`src/rtl/lutSigPkg.sv`:
```
package lutSigPkg;

  localparam int TT_W    = 16;
  localparam int FIELD_W = (TT_W - 2) / 2;

  typedef enum logic [1:0] {
    FN_ZERO = 2'd0,
    FN_ONE  = 2'd1,
    FN_PASS = 2'd2,
    FN_INV  = 2'd3
  } tiedFn_e;

  // strobes from control to datapath
  typedef struct packed {
    logic loadOut;
    logic bumpIdx;
    logic incMatch;
    logic incPartial;
    logic clrCnt;
  } ctrlStrobe_t;

  // classification from datapath to control
  typedef struct packed {
    logic hit;
    logic partial;
  } classify_t;

  function automatic tiedFn_e encodeFn(input logic entryLo, input logic entryHi);
    tiedFn_e fn;
    unique case ({entryLo, entryHi})
      2'b00:   fn = FN_ZERO;
      2'b11:   fn = FN_ONE;
      2'b01:   fn = FN_PASS;
      default: fn = FN_INV;
    endcase
    return fn;
  endfunction

endpackage

```
`src/rtl/lutSigSatCnt.sv`:
```
module lutSigSatCnt #(
  parameter int W = 16
) (
  input  logic         clk,
  input  logic         rstN,
  input  logic         clr,
  input  logic         inc,
  output logic [W-1:0] count
);

  localparam logic [W-1:0] MAX_VAL = {W{1'b1}};

  always_ff @(posedge clk or negedge rstN) begin
    if (!rstN)                        count <= '0;
    else if (clr)                     count <= '0;
    else if (inc && count != MAX_VAL) count <= count + 1'b1;
  end


  no_overflow_chk: assert property (@(posedge clk) disable iff (!rstN)
    (count == MAX_VAL && !clr) |=> count == MAX_VAL);


  clear_wins_chk: assert property (@(posedge clk) disable iff (!rstN)
    clr |=> count == '0);


  idle_hold_chk: assert property (@(posedge clk) disable iff (!rstN)
    (!clr && !inc) |=> $stable(count));

endmodule

```
`src/rtl/lutSigCtrl.sv`:
```
module lutSigCtrl
  import lutSigPkg::*;
(
  input  logic        clk,
  input  logic        rstN,
  input  logic        inValid,
  input  logic        cntClear,
  input  classify_t   cls,
  output logic        inReady,
  output logic        outValid,
  output ctrlStrobe_t strb
);

  logic readyQ;
  logic accept;

  always_ff @(posedge clk or negedge rstN) begin
    if (!rstN) readyQ <= 1'b0;
    else       readyQ <= 1'b1;
  end

  assign inReady = readyQ;
  assign accept  = inValid && readyQ;

  always_comb begin
    strb            = '0;
    strb.loadOut    = accept;
    strb.bumpIdx    = accept;
    strb.incMatch   = accept && cls.hit;
    strb.incPartial = accept && cls.partial;
    strb.clrCnt     = cntClear;
  end

  always_ff @(posedge clk or negedge rstN) begin
    if (!rstN) outValid <= 1'b0;
    else       outValid <= accept;
  end


  report_follows_chk: assert property (@(posedge clk) disable iff (!rstN)
    (inValid && inReady) |=> outValid);


  no_report_idle_chk: assert property (@(posedge clk) disable iff (!rstN)
    !(inValid && inReady) |=> !outValid);


  hit_partial_excl_chk: assert property (@(posedge clk) disable iff (!rstN)
    !(cls.hit && cls.partial));

endmodule

```
`src/rtl/lutSigData.sv`:
```
module lutSigData
  import lutSigPkg::*;
#(
  parameter int                 IDX_W     = 16,
  parameter int                 CNT_W     = 16,
  parameter logic [FIELD_W-1:0] KEEP_CODE = 7'h53,
  parameter logic [FIELD_W-1:0] FLIP_CODE = 7'h2C
) (
  input  logic             clk,
  input  logic             rstN,
  input  logic [TT_W-1:0]  inTruth,
  input  logic             inTied,
  input  ctrlStrobe_t      strb,
  input  logic             outValid,
  output classify_t        cls,
  output logic             outAlert,
  output logic [IDX_W-1:0] outIndex,
  output logic             outFlipLo,
  output logic             outFlipHi,
  output logic [1:0]       outFuncBefore,
  output logic [1:0]       outFuncAfter,
  output logic [CNT_W-1:0] matchCount,
  output logic [CNT_W-1:0] partialCount
);

  localparam int NUM_FIELDS = 2;

  logic [NUM_FIELDS-1:0] fieldOk;
  logic [NUM_FIELDS-1:0] fieldFlip;

  // field 0 acts on entry 0, field 1 acts on entry 15
  for (genvar g = 0; g < NUM_FIELDS; g++) begin : g_field
    logic [FIELD_W-1:0] fld;
    assign fld          = inTruth[1 + g*FIELD_W +: FIELD_W];
    assign fieldOk[g]   = (fld == KEEP_CODE) || (fld == FLIP_CODE);
    assign fieldFlip[g] = (fld == FLIP_CODE);
  end

  logic    hitNow;
  logic    flipLoNow;
  logic    flipHiNow;
  tiedFn_e fnBefore;
  tiedFn_e fnAfter;

  assign hitNow      = inTied && (&fieldOk);
  assign cls.hit     = hitNow;
  assign cls.partial = inTied && (^fieldOk);
  assign flipLoNow   = hitNow && fieldFlip[0];
  assign flipHiNow   = hitNow && fieldFlip[1];
  assign fnBefore    = encodeFn(inTruth[0], inTruth[TT_W-1]);
  assign fnAfter     = encodeFn(inTruth[0] ^ flipLoNow, inTruth[TT_W-1] ^ flipHiNow);

  logic [IDX_W-1:0] idxQ;

  always_ff @(posedge clk or negedge rstN) begin
    if (!rstN)             idxQ <= '0;
    else if (strb.bumpIdx) idxQ <= idxQ + 1'b1;
  end

  always_ff @(posedge clk or negedge rstN) begin
    if (!rstN) begin
      outAlert      <= 1'b0;
      outIndex      <= '0;
      outFlipLo     <= 1'b0;
      outFlipHi     <= 1'b0;
      outFuncBefore <= '0;
      outFuncAfter  <= '0;
    end else if (strb.loadOut) begin
      outAlert      <= hitNow;
      outIndex      <= idxQ;
      outFlipLo     <= flipLoNow;
      outFlipHi     <= flipHiNow;
      outFuncBefore <= fnBefore;
      outFuncAfter  <= fnAfter;
    end else begin
      outAlert      <= 1'b0;
    end
  end

  lutSigSatCnt #(.W(CNT_W)) u_matchCnt (
    .clk   (clk),
    .rstN  (rstN),
    .clr   (strb.clrCnt),
    .inc   (strb.incMatch),
    .count (matchCount)
  );

  lutSigSatCnt #(.W(CNT_W)) u_partialCnt (
    .clk   (clk),
    .rstN  (rstN),
    .clr   (strb.clrCnt),
    .inc   (strb.incPartial),
    .count (partialCount)
  );


  untied_silent_chk: assert property (@(posedge clk) disable iff (!rstN)
    (strb.loadOut && !inTied) |=> !outAlert);


  alert_needs_valid_chk: assert property (@(posedge clk) disable iff (!rstN)
    outAlert |-> outValid);


  flags_need_alert_chk: assert property (@(posedge clk) disable iff (!rstN)
    (outValid && !outAlert) |-> (!outFlipLo && !outFlipHi));


  keep_unchanged_chk: assert property (@(posedge clk) disable iff (!rstN)
    (outValid && !outFlipLo && !outFlipHi) |-> outFuncAfter == outFuncBefore);

endmodule

```
`src/rtl/lutSigAuditor.sv`:
```
module lutSigAuditor
  import lutSigPkg::*;
#(
  parameter int                 IDX_W     = 16,
  parameter int                 CNT_W     = 16,
  parameter logic [FIELD_W-1:0] KEEP_CODE = 7'h53,
  parameter logic [FIELD_W-1:0] FLIP_CODE = 7'h2C
) (
  input  logic             clk,
  input  logic             rstN,
  input  logic             inValid,
  output logic             inReady,
  input  logic [15:0]      inTruth,
  input  logic             inTied,
  input  logic             cntClear,
  output logic             outValid,
  output logic             outAlert,
  output logic [IDX_W-1:0] outIndex,
  output logic             outFlipLo,
  output logic             outFlipHi,
  output logic [1:0]       outFuncBefore,
  output logic [1:0]       outFuncAfter,
  output logic [CNT_W-1:0] matchCount,
  output logic [CNT_W-1:0] partialCount
);

  ctrlStrobe_t strb;
  classify_t   cls;

  lutSigCtrl u_ctrl (
    .clk      (clk),
    .rstN     (rstN),
    .inValid  (inValid),
    .cntClear (cntClear),
    .cls      (cls),
    .inReady  (inReady),
    .outValid (outValid),
    .strb     (strb)
  );

  lutSigData #(
    .IDX_W     (IDX_W),
    .CNT_W     (CNT_W),
    .KEEP_CODE (KEEP_CODE),
    .FLIP_CODE (FLIP_CODE)
  ) u_data (
    .clk           (clk),
    .rstN          (rstN),
    .inTruth       (inTruth),
    .inTied        (inTied),
    .strb          (strb),
    .outValid      (outValid),
    .cls           (cls),
    .outAlert      (outAlert),
    .outIndex      (outIndex),
    .outFlipLo     (outFlipLo),
    .outFlipHi     (outFlipHi),
    .outFuncBefore (outFuncBefore),
    .outFuncAfter  (outFuncAfter),
    .matchCount    (matchCount),
    .partialCount  (partialCount)
  );


  ready_after_reset_chk: assert property (@(posedge clk) disable iff (!rstN)
    $past(rstN) |-> inReady);

endmodule

```
`config.mk`:
```
export PLATFORM = sky130hd
export DESIGN_NAME = lutSigAuditor
export DESIGN_NICKNAME = d
export VERILOG_FILES = /design/src/rtl/lutSigPkg.sv /design/src/rtl/lutSigSatCnt.sv /design/src/rtl/lutSigCtrl.sv /design/src/rtl/lutSigData.sv /design/src/rtl/lutSigAuditor.sv
export SDC_FILE = /design/constraint.sdc
export NUM_CORES = 1
export LEC_CHECK = 0
export ABC_AREA = 1
export CAP_MARGIN = 0
export CORE_MARGIN = 3
export CORE_UTILIZATION = 38
export CTS_BUF_LIST = sky130_fd_sc_hd__clkbuf_4
export CTS_CLUSTER_SIZE = 25
export DETAILED_ROUTE_END_ITERATION = 10
export GPL_TIMING_DRIVEN = 1
export SYNTH_ARGS = -nofsm -noshare
export SYNTH_HDL_FRONTEND = slang
export SYNTH_HIERARCHICAL = 1
export SYNTH_SLANG_ARGS = --single-unit
```
`constraint.sdc`:
```
create_clock -name clk -period 3.9 [get_ports clk]
set_clock_uncertainty 0.15 [all_clocks]
set_input_delay 0.78 -clock clk [delete_from_list [all_inputs] [get_ports clk]]
set_output_delay 0.78 -clock clk [all_outputs]
set_load 0.02 [all_outputs]
```
==> metrics.md <==
| Metric | Value |
|---|---|
| Outcome | `finished clean` |
| Vias per cell | `between 4 and 5` |
| Slowest stage delay, CP | `~0.5 ns` |
| Iter 0 DRT Violations | `roughly 190` |
| Starting Density | `0.395` |
| Cell Rows | `37` |
| CORE AREA | `about 10,000 sq um` |
| Placed cell count | `about 740` |
| Total grt overflow | `0` |
| Tot GR Track Use | `0.168` |
| Vias | `~3,600` |
| P per Cell Area | `about 330 nW/um^2` |
| Worst min-delay path category | `reg2reg` |
| Final setup viols | `0` |
| Hold_buf cts | `0` |
| WS Path Type | `in2reg` |
| Crit path DAT | `approximately 3.0 ns` |
| Routed wire length | `around 9.6 mm` |
| Max-slew violations | `0` |
| Most frequent cell on the critical path | `inv_1` |
| Final Net Count | `642` |
| Buffers added on ports | `77` |
| RSZ-0062 raised after global routing | `no` |
| FF-to-FF End | `u_data/u_matchCnt/count[10]` |
| Cell with the most instances after synthesis | `nand2_1` |
| Asr flop ratio synth | `1.00` |
| I/O pin cnt | `78` |
| Fin. Hold Viols | `0` |
| Non-Filler Instances | `roughly 750` |
| Crit path capture type | `flop` |
| Reg-to-Reg Start | `u_data/u_matchCnt/count[1]` |
| Max Cap Viol | `0` |
| R2R cell count | `9` |
| Fmax | `roughly 0.36 GHz` |
| Most used DFF post-synth | `dfrtp_1` |
| Critical Path Slowest Stage Cell | `clkdlybuf4s50_1` |
| Fin crit share | `0.708` |
| Clock Latency Late Sink | `just over 0.4 ns` |
| Post-Syn Instances | `about 540` |
| Clk root buf | `clkbuf_4` |
| Die height | `about 110 um` |
| Gates resized, CTS repair | `0` |
| First-pass GRT wire length | `around 16 mm` |
| R2R setup slack | `2.08 ns` |
| Share of post-route cells with drive strength above 1 | `0.0906` |
| Post-synth top cells | `186 x nand2_1, 73 x dfrtp_1, 55 x inv_1, 47 x nor2_1, 37 x nand3_1` |
| Largest net degree at the start of global routing | `between 70 and 80` |
| Worst-path cell chain | `clkdlybuf4s50_1 > inv_1 > nand3_1 > nor2_1 > a31o_2 > ha_1 > nand2_1 > inv_1 > inv_1 > nor2_1 > inv_1 > nor2_1 > buf_4 > nand4_1 > nand2_1` |
| Total power | `between 0.0015 and 0.002 W` |
| Hpwl dp | `about 7 mm` |
| Total Negative Setup Slacks | `0 ns` |
| Clk sink count | `between 70 and 80` |
| Fin area | `about 5100 sq um` |
| Layout area overhead | `24.6%` |
| Placed instance area | `~5000 sq um` |
| Antenna viol nets, final | `0` |
| Critical Path Sink | `u_data/u_partialCnt/count[15]` |
| Syn Area/Cell | `7.72 sq um` |
| CTS tree | `done` |
| Worst Max-Slew Pin Slew | `a little over 0.9 ns` |
| Post CTS Setup Buffer Count | `0` |
| VDD IR max | `0.000230 V` |
| TritonCTS Buffers | `9` |
| Leak Pwr | `~2.5 nW` |
| H-tree depth | `3` |
| Register area share after synthesis | `0.443` |
| Reg clk slew, reported paths | `between 0.1 and 0.15 ns` |
| Synthesized area | `approximately 4100 sq um` |
| Routed WL per cell | `12.8 um` |
| Largest area contributor in the netlist | `dfrtp_1` |
| Vias in the first global route | `3,514` |
| Crit-path max FO | `7` |
| Worst EP required | `between 4 and 5 ns` |
| Slew HR | `0.389` |
| Synthesized netlist net count | `564` |
| Initial antenna violation count | `0` |
| Ant diodes | `0` |
| Clock Tree Buf Depth | `2` |
| Synth area leaders | `dfrtp_1 44%, nand2_1 17%, inv_1 5.0%` |
| Number of enable flip-flop cells after synthesis | `0` |
| Detailed Routing Iterations Pass 1 | `4` |
| Post-layout util | `0.492` |
| Die Width | `110 um` |
| Final Critical Period | `2.76 ns` |
| Die area | `12,100 sq um` |
| GPL Wtd Cong | `approximately 0.81` |
| Worst setup SP type | `primary input` |
| YS warnings | `6` |
| DRC violations left | `0` |
| Synth cell types | `33` |
| Register bit total from synthesis | `between 70 and 80` |
| Worst Setup SP | `inTruth[14]` |
| Synth top area share | `0.443` |
[cell type report]
type	instances	area, sq um
Fill cell	1062	5320
Multi-Input combinational cell	386	1950
Sequential cell	73	1830
Timing Repair Buffer	83	811
Inverter	60	230
Tap cell	136	170
Clock inverter	6	82.6
Clock buffer	10	75.1
[stage by stage]
step,worst slack (ns),hold WS (ns)
floorplan,1.33,0.297
global placement,0.770,0.311
detailed placement,0.732,0.315
CTS,1.16,0.344
global route,0.970,0.372
finish,1.14,0.337
[worst min path at each step]
| stage | startpoint | to | slack (ns) | cells past startpoint |
|---|---|---|---|---|
| 2_1_floorplan | u_data/idxQ[15] | u_data/idxQ[15] | 0.30 | 2 |
| 3_3_place_gp | u_data/outIndex[7] | u_data/outIndex[7] | 0.31 | 2 |
| 3_5_place_dp | u_data/outIndex[6] | u_data/outIndex[6] | 0.32 | 2 |
| 4_1_cts | u_data/outIndex[6] | u_data/outIndex[6] | 0.34 | 2 |
| 5_1_grt | u_data/outIndex[4] | u_data/outIndex[4] | 0.37 | 2 |
| 6_report | u_data/outIndex[6] | u_data/outIndex[6] | 0.34 | 2 |
[critical path, delay by kind of cell]
family / cells / cell delay (ns)
buf+inv: 6 / 0.87
compound gates: 1 / 0.21
simple gates: 7 / 0.81
fa+ha+maj: 1 / 0.26
[cell families after synthesis]
logic type	after synthesis	share of synthesized area
xor gates and xnor gates	20	0.0424
AOI/OAI and AO/OA	32	0.0476
buffers and inverters	76	0.0855
adders and majority gates	8	0.0243
and+or+nand+nor	325	0.357
DFF	73	0.443
other	1	0.000908
[registers in the layout (all words and copies together) (netlist names)]
signal / count
u_data/outIndex: 16
u_data/outFuncBefore: 2
u_data/u_matchCnt/count: 16
u_data/outAlert: 1
u_data/u_partialCnt/count: 16
u_data/outFlipHi: 1
u_ctrl/inReady: 1
u_data/outFuncAfter: 2
u_data/idxQ: 16
u_data/outFlipLo: 1
u_ctrl/outValid: 1
[where the power goes]
group	switching [W]	internal (W)
Sequential	0.0000627	0.000814
Clock	0.000268	0.000265
Combinational	0.000149	0.000116
[cells in the final DEF (no fill, tap or decap)]
cell type | netlist | layout
nor3_1 | 5 | 5
clkinv_1 | 0 | 1
clkdlybuf4s50_1 | 0 | 76
clkinv_4 | 0 | 1
o21bai_1 | 4 | 4
nor2_1 | 47 | 47
buf_4 | 5 | 6
a21oi_1 | 2 | 2
o21ai_4 | 2 | 2
bufinv_16 | 0 | 2
nand4_2 | 1 | 1
nand2_1 | 186 | 186
buf_2 | 3 | 1
clkinv_2 | 0 | 2
nor2_2 | 4 | 4
clkbuf_4 | 0 | 10
nand4_1 | 24 | 24
ha_1 | 8 | 8
xor2_1 | 12 | 12
o21ai_1 | 1 | 1
inv_4 | 2 | 2
nand2_2 | 8 | 8
xnor2_1 | 8 | 8
nand3_1 | 37 | 37
nor3_4 | 1 | 1
nand3b_4 | 1 | 1
or2_2 | 2 | 2
a31o_2 | 1 | 1
inv_1 | 55 | 55
o21ai_0 | 22 | 22
nor2_4 | 5 | 5
nand2_4 | 4 | 4
conb_1 | 1 | 1
dfrtp_1 | 73 | 73
inv_2 | 3 | 3
[layer usage]
layer  global-route usage  up-vias  share of wire  wire [um]
met5                    0        -              0          0
met4               0.0572        0          0.017        159
met3               0.0291       12          0.057        551
met2                0.269       82           0.45       4360
met1                0.230     1675           0.47       4540
li1                     -     1841              -          -
No activity file was read; power rests on OpenSTA's default activity.
